File: src/rtl/secded_pkg.sv
package secded_pkg;

    localparam int DATA_W = 16;
    localparam int HAM_W  = 5;
    localparam int CHK_W  = HAM_W + 1;
    localparam int CODE_W = DATA_W + CHK_W;
    localparam int NPOS   = DATA_W + HAM_W;

    typedef enum logic [1:0] {
        ST_CLEAN = 2'b00,
        ST_FIXED = 2'b10,
        ST_FATAL = 2'b11
    } ecc_status_e;

    typedef logic [NPOS:1] pos_vec_t;

    // place data bits at the non-power-of-two positions, parity slots zero
    function automatic pos_vec_t place_data(input logic [DATA_W-1:0] d);
        pos_vec_t v;
        int k;
        v = '0;
        k = 0;
        for (int p = 1; p <= NPOS; p++) begin
            if ((p & (p - 1)) != 0) begin
                v[p] = d[k];
                k++;
            end
        end
        return v;
    endfunction

    function automatic logic [DATA_W-1:0] take_data(input pos_vec_t v);
        logic [DATA_W-1:0] d;
        int k;
        d = '0;
        k = 0;
        for (int p = 1; p <= NPOS; p++) begin
            if ((p & (p - 1)) != 0) begin
                d[k] = v[p];
                k++;
            end
        end
        return d;
    endfunction

    function automatic logic [HAM_W-1:0] syndrome(input pos_vec_t v);
        logic [HAM_W-1:0] s;
        s = '0;
        for (int p = 1; p <= NPOS; p++) begin
            if (v[p]) s = s ^ HAM_W'(p);
        end
        return s;
    endfunction

    function automatic pos_vec_t to_positions(input logic [DATA_W-1:0] d,
                                              input logic [HAM_W-1:0]  h);
        pos_vec_t v;
        v = place_data(d);
        for (int i = 0; i < HAM_W; i++) begin
            v[1 << i] = h[i];
        end
        return v;
    endfunction

endpackage

File: src/rtl/secded_enc.sv
module secded_enc
    import secded_pkg::*;
(
    input  logic [DATA_W-1:0] data_i,
    output logic [CHK_W-1:0]  check_o
);
    pos_vec_t         spread;
    logic [HAM_W-1:0] ham;

    always_comb begin
        spread  = place_data(data_i);
        ham     = syndrome(spread);
        spread  = to_positions(data_i, ham);
        check_o = {^spread, ham};
    end
endmodule

File: src/rtl/secded_dec.sv
module secded_dec
    import secded_pkg::*;
(
    input  logic [CODE_W-1:0] code_i,
    output logic [DATA_W-1:0] data_o,
    output ecc_status_e       status_o
);
    pos_vec_t         v;
    logic [HAM_W-1:0] syn;
    logic             odd;
    logic             hit;

    always_comb begin
        v        = to_positions(code_i[DATA_W-1:0], code_i[DATA_W +: HAM_W]);
        syn      = syndrome(v);
        odd      = ^code_i;
        hit      = 1'b0;
        data_o   = code_i[DATA_W-1:0];
        status_o = ST_CLEAN;
        if (odd) begin
            status_o = ST_FIXED;
            if (syn != '0) begin
                for (int p = 1; p <= NPOS; p++) begin
                    if (HAM_W'(p) == syn) begin
                        v[p] = ~v[p];
                        hit  = 1'b1;
                    end
                end
                if (hit) data_o   = take_data(v);
                else     status_o = ST_FATAL;
            end
        end else if (syn != '0) begin
            status_o = ST_FATAL;
        end
    end
endmodule

File: src/rtl/secded_word_ecc.sv
module secded_word_ecc
    import secded_pkg::*;
#(
    parameter int ADDR_W = 4
) (
    input  logic              clk,
    input  logic              rst_n,
    input  logic              wr_en,
    input  logic [ADDR_W-1:0] wr_addr,
    input  logic [15:0]       wr_data,
    input  logic              dbg_mode,
    input  logic              dbg_wr_en,
    input  logic [ADDR_W-1:0] dbg_addr,
    input  logic [15:0]       dbg_data,
    input  logic [5:0]        dbg_check,
    input  logic              rd_en,
    input  logic [21:0]       rd_code,
    input  logic              status_clr,
    output logic              mem_we,
    output logic [ADDR_W-1:0] mem_addr,
    output logic [21:0]       mem_code,
    output logic              rd_valid,
    output logic [15:0]       rd_data,
    output logic [1:0]        rd_status
);
    typedef struct packed {
        logic              we;
        logic [ADDR_W-1:0] addr;
        logic [CODE_W-1:0] code;
        logic              valid;
        logic [DATA_W-1:0] data;
        ecc_status_e       status;
    } state_t;

    state_t            st_d, st_q;
    logic [CHK_W-1:0]  enc_check;
    logic [DATA_W-1:0] dec_data;
    ecc_status_e       dec_status;

    secded_enc u_enc (
        .data_i  (wr_data),
        .check_o (enc_check)
    );

    secded_dec u_dec (
        .code_i   (rd_code),
        .data_o   (dec_data),
        .status_o (dec_status)
    );

    always_comb begin
        st_d       = st_q;
        st_d.we    = 1'b0;
        st_d.valid = 1'b0;
        if (wr_en) begin
            st_d.we   = 1'b1;
            st_d.addr = wr_addr;
            st_d.code = {enc_check, wr_data};
        end else if (dbg_wr_en && dbg_mode) begin
            st_d.we   = 1'b1;
            st_d.addr = dbg_addr;
            st_d.code = {dbg_check, dbg_data};
        end
        if (rd_en) begin
            st_d.valid  = 1'b1;
            st_d.data   = dec_data;
            st_d.status = dec_status;
        end else if (status_clr) begin
            st_d.status = ST_CLEAN;
        end
    end

    always_ff @(posedge clk) begin
        if (!rst_n) begin
            st_q <= '{we: 1'b0, addr: '0, code: '0, valid: 1'b0,
                      data: '0, status: ST_CLEAN};
        end else begin
            st_q <= st_d;
        end
    end

    assign mem_we    = st_q.we;
    assign mem_addr  = st_q.addr;
    assign mem_code  = st_q.code;
    assign rd_valid  = st_q.valid;
    assign rd_data   = st_q.data;
    assign rd_status = st_q.status;
endmodule

File: config.mk
export PLATFORM = sky130hd
export DESIGN_NAME = secded_word_ecc
export DESIGN_NICKNAME = d
export VERILOG_FILES = /design/src/rtl/secded_pkg.sv /design/src/rtl/secded_enc.sv /design/src/rtl/secded_dec.sv /design/src/rtl/secded_word_ecc.sv
export SDC_FILE = /design/constraint.sdc
export NUM_CORES = 1
export LEC_CHECK = 0
export ABC_AREA = 1
export BUFFER_PORTS_ARGS = -buffer_cell sky130_fd_sc_hd__buf_2
export CAP_MARGIN = 0
export CORE_AREA = 5 5 93 95
export CTS_BUF_LIST = sky130_fd_sc_hd__clkbuf_4
export CTS_CLUSTER_DIAMETER = 200
export CTS_CLUSTER_SIZE = 14
export DETAILED_ROUTE_END_ITERATION = 10
export DIE_AREA = 0 0 98 100
export PLACE_DENSITY_LB_ADDON = 0.12
export SYNTH_ARGS = -nofsm -noshare
export SYNTH_HDL_FRONTEND = slang
export SYNTH_SLANG_ARGS = --single-unit
File: constraint.sdc
create_clock -name clk -period 2.59 [get_ports clk]
set_input_delay 0.3885 -clock clk [delete_from_list [all_inputs] [get_ports clk]]
set_output_delay 0.3885 -clock clk [all_outputs]
set_load 0.02 [all_outputs]
==> metrics, run 1 <==
hold slack ~0.30 ns; Final Total Pwr 2.28 mW; maximum vdd drop ~270 uV; CTS Buf Count 5; Site Rows 32; DPL Wire Length 8.92 mm; Final setup viols 0; Layout Nets 850; reg2reg setup slack 1.88 ns; HP Class input port to flip-flop; Post-Syn Nets approximately 750; postcts setup bufs 0; Setup WS post-layout 0.529 ns; # hold bufs at CTS 0; Slew headroom about three fifths; crit share post-route 79.6%; Clock Tree Buf Depth 2; Total Die Area about 0.01 mm2; crit path from rd_code[6]; final worst clock skew 0 ns; flops & latches, synth 46; WP data arrival 2.31 ns; CP Class input port to flip-flop; Critical Path RT ~2.8 ns; R2R depth 3; FMAX 485 MHz; GRT Residual Overflow 0; Vias 4285; Ys Warns 0; gr usage total 22.4%; Worst setup SP type input port; largest net degree at the start of global routing 29; Lkg Pwr around 2.7 nW; PwrDens between 400 and 500 mW/mm2; crit end category flip-flop; worst slew pin tran 0.610 ns; Crit path max-delay family simple AND/OR/NAND/NOR gates; CTS root buf clkbuf_4; post-cts sizing count 0; commonest non-fill, non-tap cell in the layout nand2_1; status completed; DR DRC count 0; 1st-iter DRT viols 120; # diodes 0; final WL approximately 11 mm; Final Hold Viols 0; Routed Antenna Nets 0; vias in the first global route 4286; synthesized cell area 0.00403 mm2; clock slew at reported path FFs 0.13 ns; vias per cell about 5; reg2reg end rd_data[0]; post-placement setup slack roughly 0.18 ns; Tmin final 2.06 ns; Max Cap Viol 0; Crit path top cell by count nand2_1; Finished Core Util 61.4%; Syn-to-layout area delta 16.5%; layout cell share with drive strength beyond 1 22.7%; Non-Filler Instances a little under 900; CTS tree yes; initial core utilization 52.7%; CTS Sinks 46; CORE AREA 0.00765 mm2; Netlist cell types 36; Worst Setup EP rd_data[0]; DP Area 0.00464 mm2; post-synthesis sequential area ratio 22.9%; Die Ht 100 um; r2r startpoint rd_data[0]; H-Tree Depth 2; CP Depth 16; most frequent cells in the layout 267 x nand2_1, 120 x buf_2, 77 x inv_1, 58 x nand3_1, 46 x dfxtp_1; TritonRoute pass-1 iters 4; Hold Crit Start dbg_check[1]; initial antenna violation count 0; CP Buf/Inv Count 4; RSZ-0062 raised after global routing no; CP max FO 13; Cells after DPL 870; Worst path slowest cell buf_2; Die Width 98 um; num ports 121; cell area after layout 0.00470 mm2; setup_tns 0 ns; Synth Instances 670; post-DR wirelength/cell 12.4 um; Clk Latency, worst-skew pair 0.34 ns; max-slew violations 0; PortBufs 120; first-pass GRT wire length 18.5 mm; critical-path cell list buf_2, inv_1, nand2_1, nand4_1, nand2_1, nand2_1, nand2_1, inv_1, nand2_1, nand3_1, nand2_1, nand2_4, o21ai_0, nand2_1, o21bai_1, inv_1; slowest stage delay, CP 0.23 ns; syn_area_per_cell 6.02 um2; Final Wtd Congestion 0.960
state kept, by name, indices dropped and copies added, names as in the netlist:
signal,flops
mem_addr,4
rd_status,2
mem_we,1
rd_valid,1
mem_code,22
rd_data,16
Yosys cell counts, drive strengths merged:
cell type / number / area, um2
nand2: 281 / 1100
inv: 84 / 318
nand3: 62 / 345
nor2: 48 / 224
dfxtp: 46 / 921
xnor2: 35 / 355
xor2: 28 / 253
o21ai: 17 / 85.1
buf: 16 / 119
clkbuf: 13 / 48.8
nand4: 10 / 62.6
a21oi: 8 / 51.3
a31oi: 5 / 31.3
nor3: 4 / 20.0
o21bai: 4 / 30.0
nand3b: 3 / 22.5
o211ai: 3 / 22.5
or2: 2 / 12.5
clkinv: 1 / 3.75
cells by family (layout without fill, tap and decap cells):
kind of cell	count (synthesis)	count (layout)	synth area share, %
simple gates	410	410	44.5
buf+inv	114	220	12.1
compound gates	37	37	5.46
flops	46	46	22.8
xor+xnor	63	63	15.1
area by class of cell:
type	count	area, um2
fill	787	2950
multi-input combinational	510	2620
sequential	46	921
timing repair buffer	127	653
inverter	85	322
tap	102	128
clock buffer	6	45.0
clock inverter	2	8.76
where the power goes:
group          internal (mW)  leakage (nW)  total (mW)  switching, mW
clock network          0.113        0.0331       0.331          0.218
registers              0.769         0.381       0.798         0.0293
logic                  0.401          2.30        1.15          0.751
total                   1.28          2.72        2.28          0.998
tightest hold or removal path, delay by kind of cell:
family | cells | cell delay [ns]
buf+inv | 1 | 0.09
simple gates | 1 | 0.05
compound gates | 1 | 0.07
layer usage:
layer	GRT usage, %	routed length, um	vias up
met1	24.0	4240	1912
met4	6.92	172	0
met2	44.1	5800	107
met5	0	0	-
li1	-	-	2252
met3	4.03	641	14
worst min-delay path by stage:
stage                   endpoint  depth (start not counted)
global placement    mem_code[21]                          2
detailed placement  mem_code[21]                          2
CTS                 mem_code[17]                          3
finish              mem_code[17]                          3
floorplan            rd_data[15]                          2
global route        mem_code[17]                          3
(Power assumes the default switching activity.)
==> run 2: changes to the inputs <==
ABC_AREA = 0   (was 1)
CORE_AREA = 5 5 89 91   (was 5 5 93 95)
DIE_AREA = 0 0 94 96   (was 0 0 98 100)
clock period = 1.8 ns   (was 2.59 ns; I/O delays follow)
==> metrics, run 2 <==
Die Width 94 um; Clock Tree Buf Depth 2; Synth area leader dfxtp_1; status finished, violations left; first-pass GRT wire length approximately 19 mm; max-slew violations 0; RSZ-0062 raised after global routing yes; post-DR wirelength/cell 20.0 um; sequential cell area 921 um2; Final Wtd Congestion 0.883; Synth async-reset ratio 0%; max reg flops 22; Site Rows 31; PwrDens 1050 mW/mm2; Post-synth top cells 46 x dfxtp_1, 44 x xnor2_1, 42 x a21oi_1, 29 x nor2_1, 25 x nand2_1; Vias approximately 3800; Post-Syn Nets 441; Netlist cell types 37; # diodes 0; HP Class input port to flip-flop; CP Class input port to flip-flop; PortBufs 120; Final Hold Viols 0; most frequent cells in the layout 110 x buf_2, 63 x buf_4, 46 x dfxtp_1, 42 x a21oi_1, 32 x xnor2_1; post-placement setup slack -0.702 ns; Synth top area share 29.6%; maximum vdd drop 604 uV; Final setup viols 18; crit path from rd_code[4]; Critical Path RT between 2 and 2.5 ns; post-synthesis sequential area ratio 29.6%; Worst setup SP type input port; CORE AREA 0.00706 mm2; Worst Setup EP rd_data[10]; TritonRoute pass-1 iters 5; 1st-iter DRT viols 337; Area contributors post-synth dfxtp_1 30%, xnor2_1 12%, a21oi_1 6.7%, nand3_1 3.9%, xnor2_2 3.7%; crit share post-route 123%; Tmin final 2.22 ns; Layout Nets 636; initial antenna violation count 0; CTS Sinks 46; FMAX 450 MHz; Synth Instances 366; Lkg Pwr 2.28 nW; commonest non-fill, non-tap cell in the layout buf_2; filler instances 508; GRT Residual Overflow 0; CTS Buf Count 5; Routed Antenna Nets 0; flops & latches, synth 46; r2r startpoint rd_data[10]; reg2reg end rd_data[10]; failing checks negative setup slack; synthesized cell area 0.00311 mm2; H-Tree Depth 2; R2R depth 2; DR DRC count 0; CTS root buf clkbuf_4; reg2reg setup slack 0.92 ns; DPL Wire Length 7.75 mm; crit end category flip-flop; count leader, synth dfxtp_1; worst slew pin tran about 0.57 ns; Syn-to-layout area delta 70.0%; EDFF count, synth 0; vias in the first global route 3638; final worst clock skew 0 ns; Slew headroom 62.0%; Setup WS post-layout -0.421 ns; syn_area_per_cell 8.51 um2; Final Total Pwr 5.57 mW; Max Cap Viol 0; final WL 13.2 mm; Die Ht 96 um; Ys Warns 0; clock slew at reported path FFs 0.14 ns; initial core utilization 44.1%; Clk Latency, worst-skew pair 0.37 ns; Total Die Area 0.00902 mm2; layout cell share with drive strength beyond 1 50.9%; Multi-input gate area 0.00268 mm2; gr usage total 26.2%; largest net degree at the start of global routing 30; num ports 121; CP max FO 6; WP data arrival 2.47 ns; CTS tree yes; most common flop cell mapped by yosys dfxtp_1; vias per cell 5.82
-- run 2: where the power goes --
part	switching, mW	internal [mW]
registers	0.0520	1.12
logic	2.05	1.82
clock network	0.378	0.146
total	2.48	3.09
-- run 2: stage by stage --
| step | instance area, um2 | util (%) | hold WS [ns] | instances | setup TNS (ns) |
|---|---|---|---|---|---|
| after global routing | 5290 | 75.0 | 0.127 | 661 | -4.61 |
| after floorplan | 3250 | - | 0.410 | 366 | -4.69 |
| after global placement | 4340 | 61.4 | 0.494 | 618 | -10.52 |
| after CTS | 4980 | 70.5 | 0.125 | 652 | -2.58 |
| final | 5290 | 75.0 | 0.122 | 661 | -3.82 |
| after detailed placement | 4340 | 61.4 | 0.511 | 618 | -11.33 |
-- run 2: logic make-up (layout without fill, tap and decap cells) --
group / Yosys count / after routing / share of synthesized area, %
simple gates: 110 / 110 / 17.8
buf+inv: 27 / 220 / 3.29
xor+xnor: 70 / 70 / 25.8
flops: 46 / 46 / 29.6
compound gates: 113 / 116 / 23.6
-- run 2: worst max-delay path, stage by stage --
cell	delay, ns
buf_8	0.11
xnor2_4	0.20
xor3_2	0.55
xnor2_4	0.19
or3b_4	0.43
buf_4	0.16
o31ai_1	0.36
a31oi_1	0.19
-- run 2: routing by layer --
metal,part of all wire (%),global-route usage [%]
met4,3.9,9.51
met3,8.5,6.18
met5,0,0
met2,45,41.5
met1,42,34.9
-- run 2: repair_timing --
action,in CTS,in global routing
cloned,3,0
buffers inserted,29,10
pin swaps,50,34
hold buffers,0,0
endpoints found under the setup margin,18,18
resized for setup,57,45
-- run 2: worst min path at each step --
stage / startpoint / endpoint / slack, ns / depth (start not counted)
6_report: wr_addr[3] / mem_addr[3] / 0.12 / 3
5_1_grt: wr_addr[0] / mem_addr[0] / 0.13 / 3
3_5_place_dp: wr_addr[3] / mem_addr[3] / 0.51 / 3
3_3_place_gp: wr_addr[3] / mem_addr[3] / 0.49 / 3
4_1_cts: wr_addr[3] / mem_addr[3] / 0.13 / 3
2_1_floorplan: wr_addr[3] / mem_addr[3] / 0.41 / 2
-- run 2: area by class of cell --
cell class,count,share of cell area (%)
Clock buffer,5,0.709
Clock inverter,3,0.307
Inverter,3,0.213
Multi-Input combinational cell,296,50.6
Sequential cell,46,17.4
Tap cell,99,2.34
Timing Repair Buffer,209,28.4
==> run 3: changes to the inputs <==
REMOVE_ABC_BUFFERS = 1   (was unset)
==> metrics, run 3 (synthesis results as in run 2) <==
GR Util met1 29.8%; Lkg Pwr 2.18 nW; initial core utilization 44.1%; met2 GRT Util between 30% and 40%; H-Tree Depth 2; crit share post-route 116%; post-DR wirelength/cell around 17 um; Final Total Pwr 5.03 mW; hold endpoint mem_addr[1]; # diodes 0; first-pass GRT wire length 16.6 mm; PortBufs 120; Die Width around 94 um; Site Rows 31; CORE AREA 0.00706 mm2; Total Die Area about 0.009 mm2; vias in the first global route 3400; # hold bufs at CTS 0; DPL Wire Length 7.17 mm; Tmin final 2.09 ns; Clock Tree Buf Depth 2; CTS Buf Count 5; WP data arrival 2.41 ns; CP Class input port to flip-flop; Die Ht between 90 and 100 um; Layout Nets 620; Routed Antenna Nets 0; commonest non-fill, non-tap cell in the layout buf_2; status finished, violations left; CTS tree yes; 1st-iter DRT viols 211; R2R depth 3; RSZ-0062 raised after global routing yes; PwrDens roughly 1000 mW/mm2; CTS Sinks 46; hold slack about 0.11 ns; crit end category flip-flop; Max Cap Viol 0; reg2reg end rd_data[14]; HP Class input port to flip-flop; vias per cell ~5.5; Vias 3521; GRT Residual Overflow 0; Syn-to-layout area delta 59.2%; hold depth 3; Clk Latency, worst-skew pair 0.38 ns; r2r startpoint rd_data[14]; Setup WS post-layout -0.286 ns; DR DRC count 0; Critical Path RT 2.12 ns; worst slew pin tran between 0.4 and 0.5 ns; initial antenna violation count 0; GRT Max-Usage Layer met2; max reg flops 22; Hold Crit Start wr_addr[1]; final WL approximately 11 mm; layout cell share with drive strength beyond 1 47.3%; failing checks negative setup slack; largest net degree at the start of global routing between 50 and 60; TritonRoute pass-1 iters 4; max-slew violations 0; routing usage on met3 4.77%; gr usage total 23.2%; num ports around 120; Final setup viols 16; final worst clock skew 0 ns; clock slew at reported path FFs 0.15 ns; maximum vdd drop just under 700 uV; FMAX 479 MHz; Worst setup SP type input port; CTS root buf clkbuf_4; Non-Filler Instances 645; Cells after DPL 614; CP max FO 3; reg2reg setup slack 0.94 ns; Final Wtd Congestion 0.836; Slew headroom ~70%; most frequent cells in the layout 110 x buf_2, 61 x buf_4, 46 x dfxtp_1, 42 x a21oi_1, 32 x xnor2_1; Final Hold Viols 0
-- run 3: changes by cell type in the layout (fill, tap and decap cells not counted), moves of 3 or more --
| cell | delta |
|---|---|
| buf_6 | -8 |
| o31ai_1 | +7 |
| o31ai_2 | -7 |
| nor2_4 | -5 |
| a221oi_4 | -3 |
| nor2_2 | +3 |
-- run 3: routing by layer --
layer	wire (um)	vias up	part of all wire, %
met3	632	25	5.8
met5	0	-	0
met1	4710	1662	44
li1	-	1703	-
met4	259	0	2.4
met2	5210	131	48
-- run 3: final cells by class --
cell class	count	area, um2
Tap cell	99	124
Multi-Input combinational cell	294	2490
Clock buffer	6	45.0
Fill cell	560	2100
Clock inverter	2	37.5
Timing Repair Buffer	195	1330
Sequential cell	46	921
Inverter	3	11.3
-- run 3: worst max path at each step --
stage	endpoint	slack, ns	start
CTS	rd_data[11]	-0.20	rd_code[5]
floorplan	rd_data[10]	-0.43	rd_code[4]
global route	rd_data[11]	-0.36	rd_code[5]
global placement	rd_data[7]	-0.78	rd_code[4]
finish	rd_data[11]	-0.29	rd_code[5]
detailed placement	rd_data[10]	-0.83	rd_code[4]
-- run 3: where the power goes --
part	switching (mW)	leakage (nW)	internal, mW	total (mW)
combinational	1.62	1.75	1.55	3.17
sequential	0.0518	0.382	1.12	1.17
clock	0.371	0.0419	0.308	0.679
total	2.04	2.18	2.98	5.03
-- run 3: through the flow --
stage	TNS (ns)	setup WS [ns]	util (%)	area [um2]
final	-3.52	-0.286	70.2	4960
after global routing	-4.57	-0.362	70.2	4960
after CTS	-2.02	-0.204	68.0	4800
after detailed placement	-13.05	-0.829	59.1	4170
after global placement	-12.43	-0.775	59.1	4170
after floorplan	-5.56	-0.427	-	3020
-- run 3: critical path, stage by stage --
cell and delay [ns]:
buf_8 0.11, xnor2_4 0.20, xor3_2 0.52, xnor2_2 0.20, buf_4 0.16, nand3b_1 0.12, buf_4 0.16, or4_4 0.51
a31oi_1 0.16
-- run 3: what timing repair did --
action,in CTS,in global routing
pin swaps,36,16
setup buffers,21,4
setup endpoints to repair,18,18
gates cloned,0,1
resized for setup,69,20
